**src/rtl/sio_tx_pkg.sv**
```systemverilog
package sio_tx_pkg;
  typedef struct packed {
    logic short_data;
    logic par_en;
    logic par_odd;
    logic two_stop;
  } tx_cfg_t;
endpackage

```
**src/rtl/sio_tx_frame.sv**
```systemverilog
module sio_tx_frame
  import sio_tx_pkg::*;
#(
  parameter int DATA_W  = 8,
  parameter int FRAME_W = DATA_W + 4,
  parameter int CNT_W   = $clog2(FRAME_W)
) (
  input  logic [DATA_W-1:0]  data_i,
  input  tx_cfg_t            cfg_i,
  output logic [FRAME_W-1:0] frame_o,
  output logic [CNT_W-1:0]   last_o
);
  int   n_bits;
  logic par;

  always_comb begin
    n_bits = cfg_i.short_data ? DATA_W - 1 : DATA_W;
    par    = cfg_i.par_odd;
    for (int i = 0; i < DATA_W; i++)
      if (i < n_bits) par = par ^ data_i[i];
    frame_o    = '1;
    frame_o[0] = 1'b0;
    for (int i = 0; i < DATA_W; i++)
      if (i < n_bits) frame_o[1+i] = data_i[i];
    // parity sits right after the last data bit
    if (cfg_i.par_en)
      for (int i = DATA_W - 1; i <= DATA_W; i++)
        if (i == n_bits) frame_o[1+i] = par;
    last_o = CNT_W'(n_bits + (cfg_i.par_en ? 1 : 0) + (cfg_i.two_stop ? 2 : 1));
  end
endmodule

```
**src/rtl/sio_tx_shifter.sv**
```systemverilog
module sio_tx_shifter #(
  parameter int FRAME_W = 12,
  parameter int CNT_W   = $clog2(FRAME_W)
) (
  input  logic               clk_i,
  input  logic               rst_ni,
  input  logic               en_i,
  input  logic               tick_i,
  input  logic               load_req_i,
  input  logic [FRAME_W-1:0] frame_i,
  input  logic [CNT_W-1:0]   last_i,
  output logic               txd_o,
  output logic               xfer_o,
  output logic               done_o
);
  logic               busy_q;
  logic [FRAME_W-1:0] sh_q;
  logic [CNT_W-1:0]   left_q;
  logic               at_end;

  assign at_end = (left_q == '0);
  assign xfer_o = en_i & tick_i & load_req_i & (~busy_q | at_end);
  assign done_o = en_i & tick_i & busy_q & at_end & ~load_req_i;
  assign txd_o  = ~busy_q | sh_q[0];

  always_ff @(posedge clk_i or negedge rst_ni) begin
    if (!rst_ni) begin
      busy_q <= 1'b0;
      sh_q   <= '1;
      left_q <= '0;
    end else if (!en_i) begin
      busy_q <= 1'b0;
      sh_q   <= '1;
      left_q <= '0;
    end else if (tick_i) begin
      if (xfer_o) begin
        busy_q <= 1'b1;
        sh_q   <= frame_i;
        left_q <= last_i;
      end else if (busy_q) begin
        if (at_end) begin
          busy_q <= 1'b0;
        end else begin
          sh_q   <= {1'b1, sh_q[FRAME_W-1:1]};
          left_q <= left_q - 1'b1;
        end
      end
    end
  end
endmodule

```
**src/rtl/sio_tx_status.sv**
```systemverilog
module sio_tx_status (
  input  logic clk_i,
  input  logic rst_ni,
  input  logic en_i,
  input  logic clr_i,
  input  logic xfer_i,
  input  logic done_i,
  output logic empty_o,
  output logic end_o
);
  logic empty_q, end_q;

  always_ff @(posedge clk_i or negedge rst_ni) begin
    if (!rst_ni) begin
      empty_q <= 1'b1;
      end_q   <= 1'b1;
    end else if (!en_i) begin
      empty_q <= 1'b1;
      end_q   <= 1'b1;
    end else begin
      if (xfer_i)     empty_q <= 1'b1;
      else if (clr_i) empty_q <= 1'b0;
      if (clr_i)       end_q <= 1'b0;
      else if (done_i) end_q <= 1'b1;
    end
  end

  assign empty_o = empty_q | ~en_i;
  assign end_o   = end_q | ~en_i;
endmodule

```
**src/rtl/sio_tx.sv**
```systemverilog
module sio_tx
  import sio_tx_pkg::*;
#(
  parameter int DATA_W = 8
) (
  input  logic              clk_i,
  input  logic              rst_ni,
  input  logic              tx_en_i,
  input  logic              wr_en_i,
  input  logic [DATA_W-1:0] wr_data_i,
  input  logic              empty_clr_i,
  input  logic              baud_tick_i,
  input  logic              cfg_short_i,
  input  logic              cfg_par_en_i,
  input  logic              cfg_par_odd_i,
  input  logic              cfg_two_stop_i,
  input  logic              irq_empty_en_i,
  input  logic              irq_end_en_i,
  output logic              txd_o,
  output logic              empty_o,
  output logic              end_o,
  output logic              irq_empty_o,
  output logic              irq_end_o
);
  localparam int FRAME_W = DATA_W + 4;
  localparam int CNT_W   = $clog2(FRAME_W);

  logic [DATA_W-1:0]  hold_q;
  logic [FRAME_W-1:0] frame;
  logic [CNT_W-1:0]   last;
  logic               sh_txd, xfer, done;
  tx_cfg_t            cfg;

  assign cfg = '{short_data: cfg_short_i, par_en: cfg_par_en_i,
                 par_odd: cfg_par_odd_i, two_stop: cfg_two_stop_i};

  always_ff @(posedge clk_i or negedge rst_ni) begin
    if (!rst_ni)      hold_q <= '0;
    else if (wr_en_i) hold_q <= wr_data_i;
  end

  sio_tx_frame #(.DATA_W(DATA_W), .FRAME_W(FRAME_W), .CNT_W(CNT_W)) u_frame (
    .data_i (hold_q),
    .cfg_i  (cfg),
    .frame_o(frame),
    .last_o (last)
  );

  sio_tx_shifter #(.FRAME_W(FRAME_W), .CNT_W(CNT_W)) u_shift (
    .clk_i     (clk_i),
    .rst_ni    (rst_ni),
    .en_i      (tx_en_i),
    .tick_i    (baud_tick_i),
    .load_req_i(~empty_o),
    .frame_i   (frame),
    .last_i    (last),
    .txd_o     (sh_txd),
    .xfer_o    (xfer),
    .done_o    (done)
  );

  sio_tx_status u_stat (
    .clk_i  (clk_i),
    .rst_ni (rst_ni),
    .en_i   (tx_en_i),
    .clr_i  (empty_clr_i),
    .xfer_i (xfer),
    .done_i (done),
    .empty_o(empty_o),
    .end_o  (end_o)
  );

  assign txd_o       = sh_txd | ~tx_en_i;
  assign irq_empty_o = empty_o & irq_empty_en_i;
  assign irq_end_o   = end_o & irq_end_en_i;
endmodule

```
**config.mk**
```make
export PLATFORM = sky130hd
export DESIGN_NAME = sio_tx
export DESIGN_NICKNAME = d
export VERILOG_FILES = /design/src/rtl/sio_tx_pkg.sv /design/src/rtl/sio_tx_frame.sv /design/src/rtl/sio_tx_shifter.sv /design/src/rtl/sio_tx_status.sv /design/src/rtl/sio_tx.sv
export SDC_FILE = /design/constraint.sdc
export NUM_CORES = 1
export LEC_CHECK = 0
export BUFFER_PORTS_ARGS = -buffer_cell sky130_fd_sc_hd__buf_2
export CAP_MARGIN = 0
export CORE_MARGIN = 3
export CORE_UTILIZATION = 56
export DETAILED_ROUTE_END_ITERATION = 10
export GPL_TIMING_DRIVEN = 0
export PLACE_DENSITY_LB_ADDON = 0.25
export SYNTH_ARGS = -nofsm -noshare
export SYNTH_HDL_FRONTEND = slang
export SYNTH_HIERARCHICAL = 1
export SYNTH_SLANG_ARGS = --single-unit
export TNS_END_PERCENT = 50
```
**constraint.sdc**
```tcl
create_clock -name clk_i -period 2.1 [get_ports clk_i]
set_input_delay 0.315 -clock clk_i [delete_from_list [all_inputs] [get_ports clk_i]]
set_output_delay 0.315 -clock clk_i [all_outputs]
set_load 0.005 [all_outputs]
```
==> results.cfg, run 1 <==
[cells_and_area]
layout_common_cells = nor2_1 (27), buf_2 (24), dfstp_2 (14)
area_delta_synth_final_pct = 12.5
design_area_um2 = 1810
nets = 210
final_common_cell = nor2_1
drive_above_1_share_pct = 38.3
n_antenna_cell = 0

[routing]
viasPerCell = 5.39
drtIter0Drc = 79
first_pass_iters = 3
vias = 1148
ant_nets = 0
drcViolationCount = 0
routed_wl_mm = 3.06
post_drt_wl_per_cell_um = 14.4

[grt]
antenna_found_initial = 0
grt_pass1_vias = 1159
grt_max_degree = 28
grtUsageTotal_pct = 19.2
grt_pass1_wl_mm = 5.24
gr-usage-met2_pct = 35.1
grt-ovfl-total = 0
grt_most_used_layer = met2
use_met1_pct = 24.2
grt_util_met3_pct = 2.40

[logic_synthesis]
synthMuxAreaShare_pct = 8.10
synth-seq-cells = 27
synth-seq-area-share_pct = 43.1
yosysUniqueCellTypes = 44
synth_top_family_by_area = simple AND/OR/NAND/NOR gates
synthArstFlopShare_pct = 100
synth_top_flop_cell = dfstp_2
yosys.area_share.simple_pct = 15.8
synth_edf_count = 0
synth_adder_area_share_pct = 5.61
yosysWarnings = 6
synth_xor_area_share_pct = 4.91
syn_area_um2 = 1610
synth-compound-area-share_pct = 13.2
avgSynthCellArea_um2 = 10.4
synthCells = 154

[floorplanning]
row_count = 18
die_area_um2 = 3550
fp.dieH_um = 59.6
core_area_um2 = 2590
io_pins = 25
start_util_pct = 62.0
die_w_um = 59.6

[critical_path]
regToRegStartpoint = u_stat/empty_q
crit_type = reg2reg
crit_path_end_kind = register
rr_endpoint = u_shift/left_q[0]
critPathArrivalTime_ns = 2.11
crit_required_ns = 2.36
rrSetupSlack_ns = 0.25
cp-start-kind = register
critPathMaxFanout = 10
ff2ff_path_depth = 6

[timing]
fmax_ghz = 0.540
maxSlewViolCount = 0
worst_slew_pin_slew_ns = 0.586
finClkSkew_ns = 0.00371
rsz0062_at_grt = false
fin_tns_setup_ns = 0
finalSetupViolations = 0
maxSlewHeadroom_pct = 60.9
timing.final.crit_share_pct = 88.1
post-route-min-period_ns = 1.85
hold_viol = 0

[worst_hold_path]
hold_start = empty_clr_i
min_path_cells = 2
min_path_type = in2reg
hold_end = u_stat/end_q

[clocking]
clock-root-buffer = clkbuf_4
cts_buffers = 3
cts_max_path_buffers = 2
worstSkewPairLatency_ns = 0.32
path_clk_slew_ns = 0.15
tritoncts = done
clock_sinks = 27
cts.htree.levels = 1
cts_setup_buffers = 0

[power_and_ir_drop]
power_frac_comb_pct = 22.7
p_int_mw = 0.764
ir_drop_v = 0.000475
seqPwrFrac_pct = 55.2
power.switching_mw = 0.292
switching_share_pct = 27.6
power_frac_clock_pct = 22.1
p_per_area_nw_per_um2 = 584
leakage_nw = 0.798

[run]
maxCapViolCount = 0

[placed_design]
place_congestion = 0.914
port_buffers = 23
placed_cell_area_um2 = 1760
hpwlAfterDp_mm = 2.34

[outcome]
outcome = finished, final reports clean
-- metrics by stage --
step,hold WS [ns],power (mW),cells,worst slack [ns],utilization [%]
2_1_floorplan,0.0194,0.757,155,0.257,-
3_3_place_gp,0.344,0.819,208,0.0575,68.1
3_5_place_dp,0.350,0.830,208,0.00832,68.1
4_1_cts,0.126,1.07,213,0.113,69.6
5_1_grt,0.138,1.12,213,0.0908,69.8
6_report,0.138,1.06,213,0.250,69.8
-- worst max-delay path, stage by stage (launching register included) --
cell,delay [ns]
dfstp_2,0.56
nand2b_1,0.12
inv_1,0.11
nor4b_2,0.36
o21ai_1,0.23
buf_2,0.24
o21ai_0,0.16
-- cell type report --
type,instances,area [µm²]
multi-input combinational,106,782
fill,210,782
sequential,27,693
timing repair buffer,24,125
buffer,14,110
tap,30,37.5
inverter,8,31.3
clock buffer,3,22.5
clock inverter,1,6.26
-- cell usage after synthesis, drive strengths merged (4+ instances only) --
library cell | number | share of area (%)
dfstp | 14 | 23
inv | 7 | 1.6
ha | 4 | 3.1
nand2b | 5 | 1.9
nor2 | 27 | 6.3
mux2 | 8 | 7.5
o21ai | 6 | 1.9
xnor2 | 7 | 3.8
buf | 14 | 6.9
o22ai | 11 | 5.1
nand2 | 4 | 0.93
dfrtp | 13 | 20
-- state kept, by name, indices dropped and copies added (netlist names) --
signal          count
u_shift/sh_q       12
u_shift/busy_q      1
u_stat/end_q        1
u_shift/left_q      4
hold_q              8
u_stat/empty_q      1
-- kinds of logic (layout without fill, tap and decap cells) --
kind of cell    after synthesis  in the layout
compound gates               28             28
flops                        27             27
xor+xnor                      9              9
mux                           9              9
other cells                   2              3
fa+ha+maj                     6              6
buf+inv                      22             50
simple gates                 51             51
-- power by group through the flow --
| stage | sequential, mW | clock [mW] | combinational (mW) |
|---|---|---|---|
| floorplan | 0.584 | 0 | 0.173 |
| global placement | 0.589 | 0 | 0.230 |
| detailed placement | 0.592 | 0 | 0.238 |
| CTS | 0.583 | 0.246 | 0.240 |
| global route | 0.588 | 0.266 | 0.264 |
| finish | 0.583 | 0.233 | 0.239 |
-- layer usage --
layer	up-vias	share of wire [%]
met1	551	42
met2	20	54
met5	-	0
met3	2	4.1
li1	575	-
met4	0	0.33
-- repair_timing --
action	CTS	global route
endpoints found under the setup margin	0	7
hold buffers	1	0
hold endpoints to repair	13	0
gates resized for setup	0	1
-- worst max-delay path by stage --
| stage | startpoint | endpoint | depth (start not counted) |
|---|---|---|---|
| 2_1_floorplan | cfg_two_stop_i | u_shift/left_q[2] | 7 |
| 3_3_place_gp | cfg_two_stop_i | u_shift/left_q[2] | 8 |
| 6_report | u_stat/empty_q | u_shift/left_q[0] | 6 |
| 4_1_cts | u_stat/empty_q | u_shift/left_q[0] | 6 |
| 5_1_grt | u_stat/empty_q | u_shift/left_q[0] | 6 |
| 3_5_place_dp | cfg_two_stop_i | u_shift/left_q[2] | 8 |
Note: power is estimated with default switching activity, not from simulation.
==> run 2: changes to the inputs <==
--- a/config.mk
+++ b/config.mk
@@ -5,11 +5,11 @@
 export SDC_FILE = /design/constraint.sdc
 export NUM_CORES = 1
 export LEC_CHECK = 0
-export BUFFER_PORTS_ARGS = -buffer_cell sky130_fd_sc_hd__buf_2
 export CAP_MARGIN = 0
 export CORE_MARGIN = 3
-export CORE_UTILIZATION = 56
+export CORE_UTILIZATION = 62
 export DETAILED_ROUTE_END_ITERATION = 10
+export DONT_BUFFER_PORTS = 1
 export GPL_TIMING_DRIVEN = 0
 export PLACE_DENSITY_LB_ADDON = 0.25
 export SYNTH_ARGS = -nofsm -noshare
==> run 2 against run 1 <==
Against the previous run: die area shrank 8.7%; combinational power down 5%; clock power is essentially flat; critical path type unchanged; largest cell class unchanged.
==> results.cfg, run 2 (same netlist as run 1, synthesis figures left out) <==
[timing]
finalSetupViolations = 0
post-route-min-period_ns = 1.88
rsz0062_at_grt = false
hold_viol = 0
timing.final.crit_share_pct = 89.7
worst_hold_slack_ns = 0.0288
finClkSkew_ns = 0.00795
maxSlewViolCount = 0
fmax_ghz = 0.531
fin_tns_setup_ns = 0

[floorplanning]
die_area_um2 = 3240
core_area_um2 = 2340
io_pins = 25
row_count = 17
die_w_um = 56.9
start_util_pct = 68.7
fp.dieH_um = 56.9

[placed_design]
port_buffers = 0
placed_cell_area_um2 = 1650
hpwlAfterDp_mm = 2.35
place_congestion = 0.757

[routing]
wl_met2_mm = 1.61
m1WireLength_mm = 1.44
route.met3.wl_um = 165
viasPerCell = 5.83
routed_wl_mm = 3.24
first_pass_iters = 4
top_layer = met4
ant_nets = 0
drcViolationCount = 0
drtIter0Drc = 42
vias = 1102
post_drt_wl_per_cell_um = 17.1

[clocking]
path_clk_slew_ns = 0.16
clock-root-buffer = clkbuf_4
cts_max_path_buffers = 2
worstSkewPairLatency_ns = 0.33
clock_sinks = 27
cts.htree.levels = 1
cts_setup_buffers = 0
tritoncts = done
cts_buffers = 3

[cells_and_area]
layout_common_cells = nor2_1 (27), dfstp_2 (14), dfrtp_1 (13)
n_antenna_cell = 0
design_area_um2 = 1720
nets = 188
final_common_cell = nor2_1
area_delta_synth_final_pct = 7.32
reg_top3 = u_shift/sh_q (12), hold_q (8), u_shift/left_q (4)
regMostFlops = u_shift/sh_q
largest_reg_flops = 12
drive_above_1_share_pct = 30.4

[critical_path]
cp_top_family = compound AO/OA/AOI/OAI gates
crit_chain = nand2b_1, inv_1, and3_1, a21bo_4, clkinv_2, a32o_1, a31o_1
crit_required_ns = 2.33
regToRegStartpoint = u_stat/empty_q
cp-start-kind = register
crit_type = reg2reg
critPathMaxFanout = 6
crit_path_end_kind = register
crit_path_max_incr_delay_ns = 0.56
critPathArrivalTime_ns = 2.12
cp.buffers_inverters = 2
slowest_stage = dfstp_2
crit_start = u_stat/empty_q

[grt]
grt_pass1_wl_mm = 5.61
grt_max_degree = 28
grt-ovfl-total = 0
antenna_found_initial = 0
grtUsageTotal_pct = 21.9
grt_pass1_vias = 1179

[power_and_ir_drop]
leakage_nw = 0.729
p_per_area_nw_per_um2 = 607
ir_drop_v = 0.000522
finalPower_mw = 1.05

[worst_hold_path]
hold_start = tx_en_i
min_path_type = in2reg

[run]
maxCapViolCount = 0

[outcome]
outcome = finished, final reports clean
run 2: cell types whose count changed in the layout (fill, tap and decap cells not counted), sizes merged:
cell and change:
buf -22, clkinvlp +1, inv -1
run 2: final timing paths:
| path | endpoint | slack, ns | cells after the start |
|---|---|---|---|
| min reg2reg | u_shift/sh_q[3] | 0.52 | 2 |
| min | u_stat/end_q | 0.03 | 1 |
| max | u_shift/left_q[3] | 0.22 | 7 |
| max in group asynchronous | u_shift/sh_q[8] | 1.45 | 2 |
| max reg2reg | u_shift/left_q[3] | 0.22 | 7 |
| min in group asynchronous | hold_q[2] | 0.42 | 2 |
run 2: where the power goes:
group          switching [mW]  internal, mW  leakage, nW
Clock                   0.162        0.0728       0.0139
Combinational           0.103         0.125        0.404
Sequential             0.0275         0.557        0.310
run 2: through the flow:
stage	setup WS [ns]	util (%)	std cells
after detailed placement	0.0792	70.3	183
after global routing	0.0568	73.7	189
after floorplan	0.257	-	155
final	0.217	73.7	189
after global placement	0.162	70.3	183
after CTS	0.0682	72.9	189
run 2: timing repair:
item,4_1_cts,5_1_grt
resized for setup,0,4
endpoints found under the hold margin,27,0
endpoints found under the setup margin,0,15
hold buffers,2,0
run 2: per-layer routing:
| metal | track usage, % | vias to the layer above |
|---|---|---|
| li1 | - | 530 |
| met4 | 5.63 | 0 |
| met5 | 0 | - |
| met2 | 36.9 | 33 |
| met1 | 29.4 | 535 |
| met3 | 3.45 | 4 |
run 2: layout make-up:
cell class | count | area [µm²]
clock inverter | 1 | 7.51
timing repair buffer | 2 | 30.0
clock buffer | 3 | 22.5
fill | 170 | 616
buffer | 14 | 110
tap | 28 | 35.0
sequential | 27 | 693
multi-input combinational | 106 | 795
inverter | 8 | 31.3
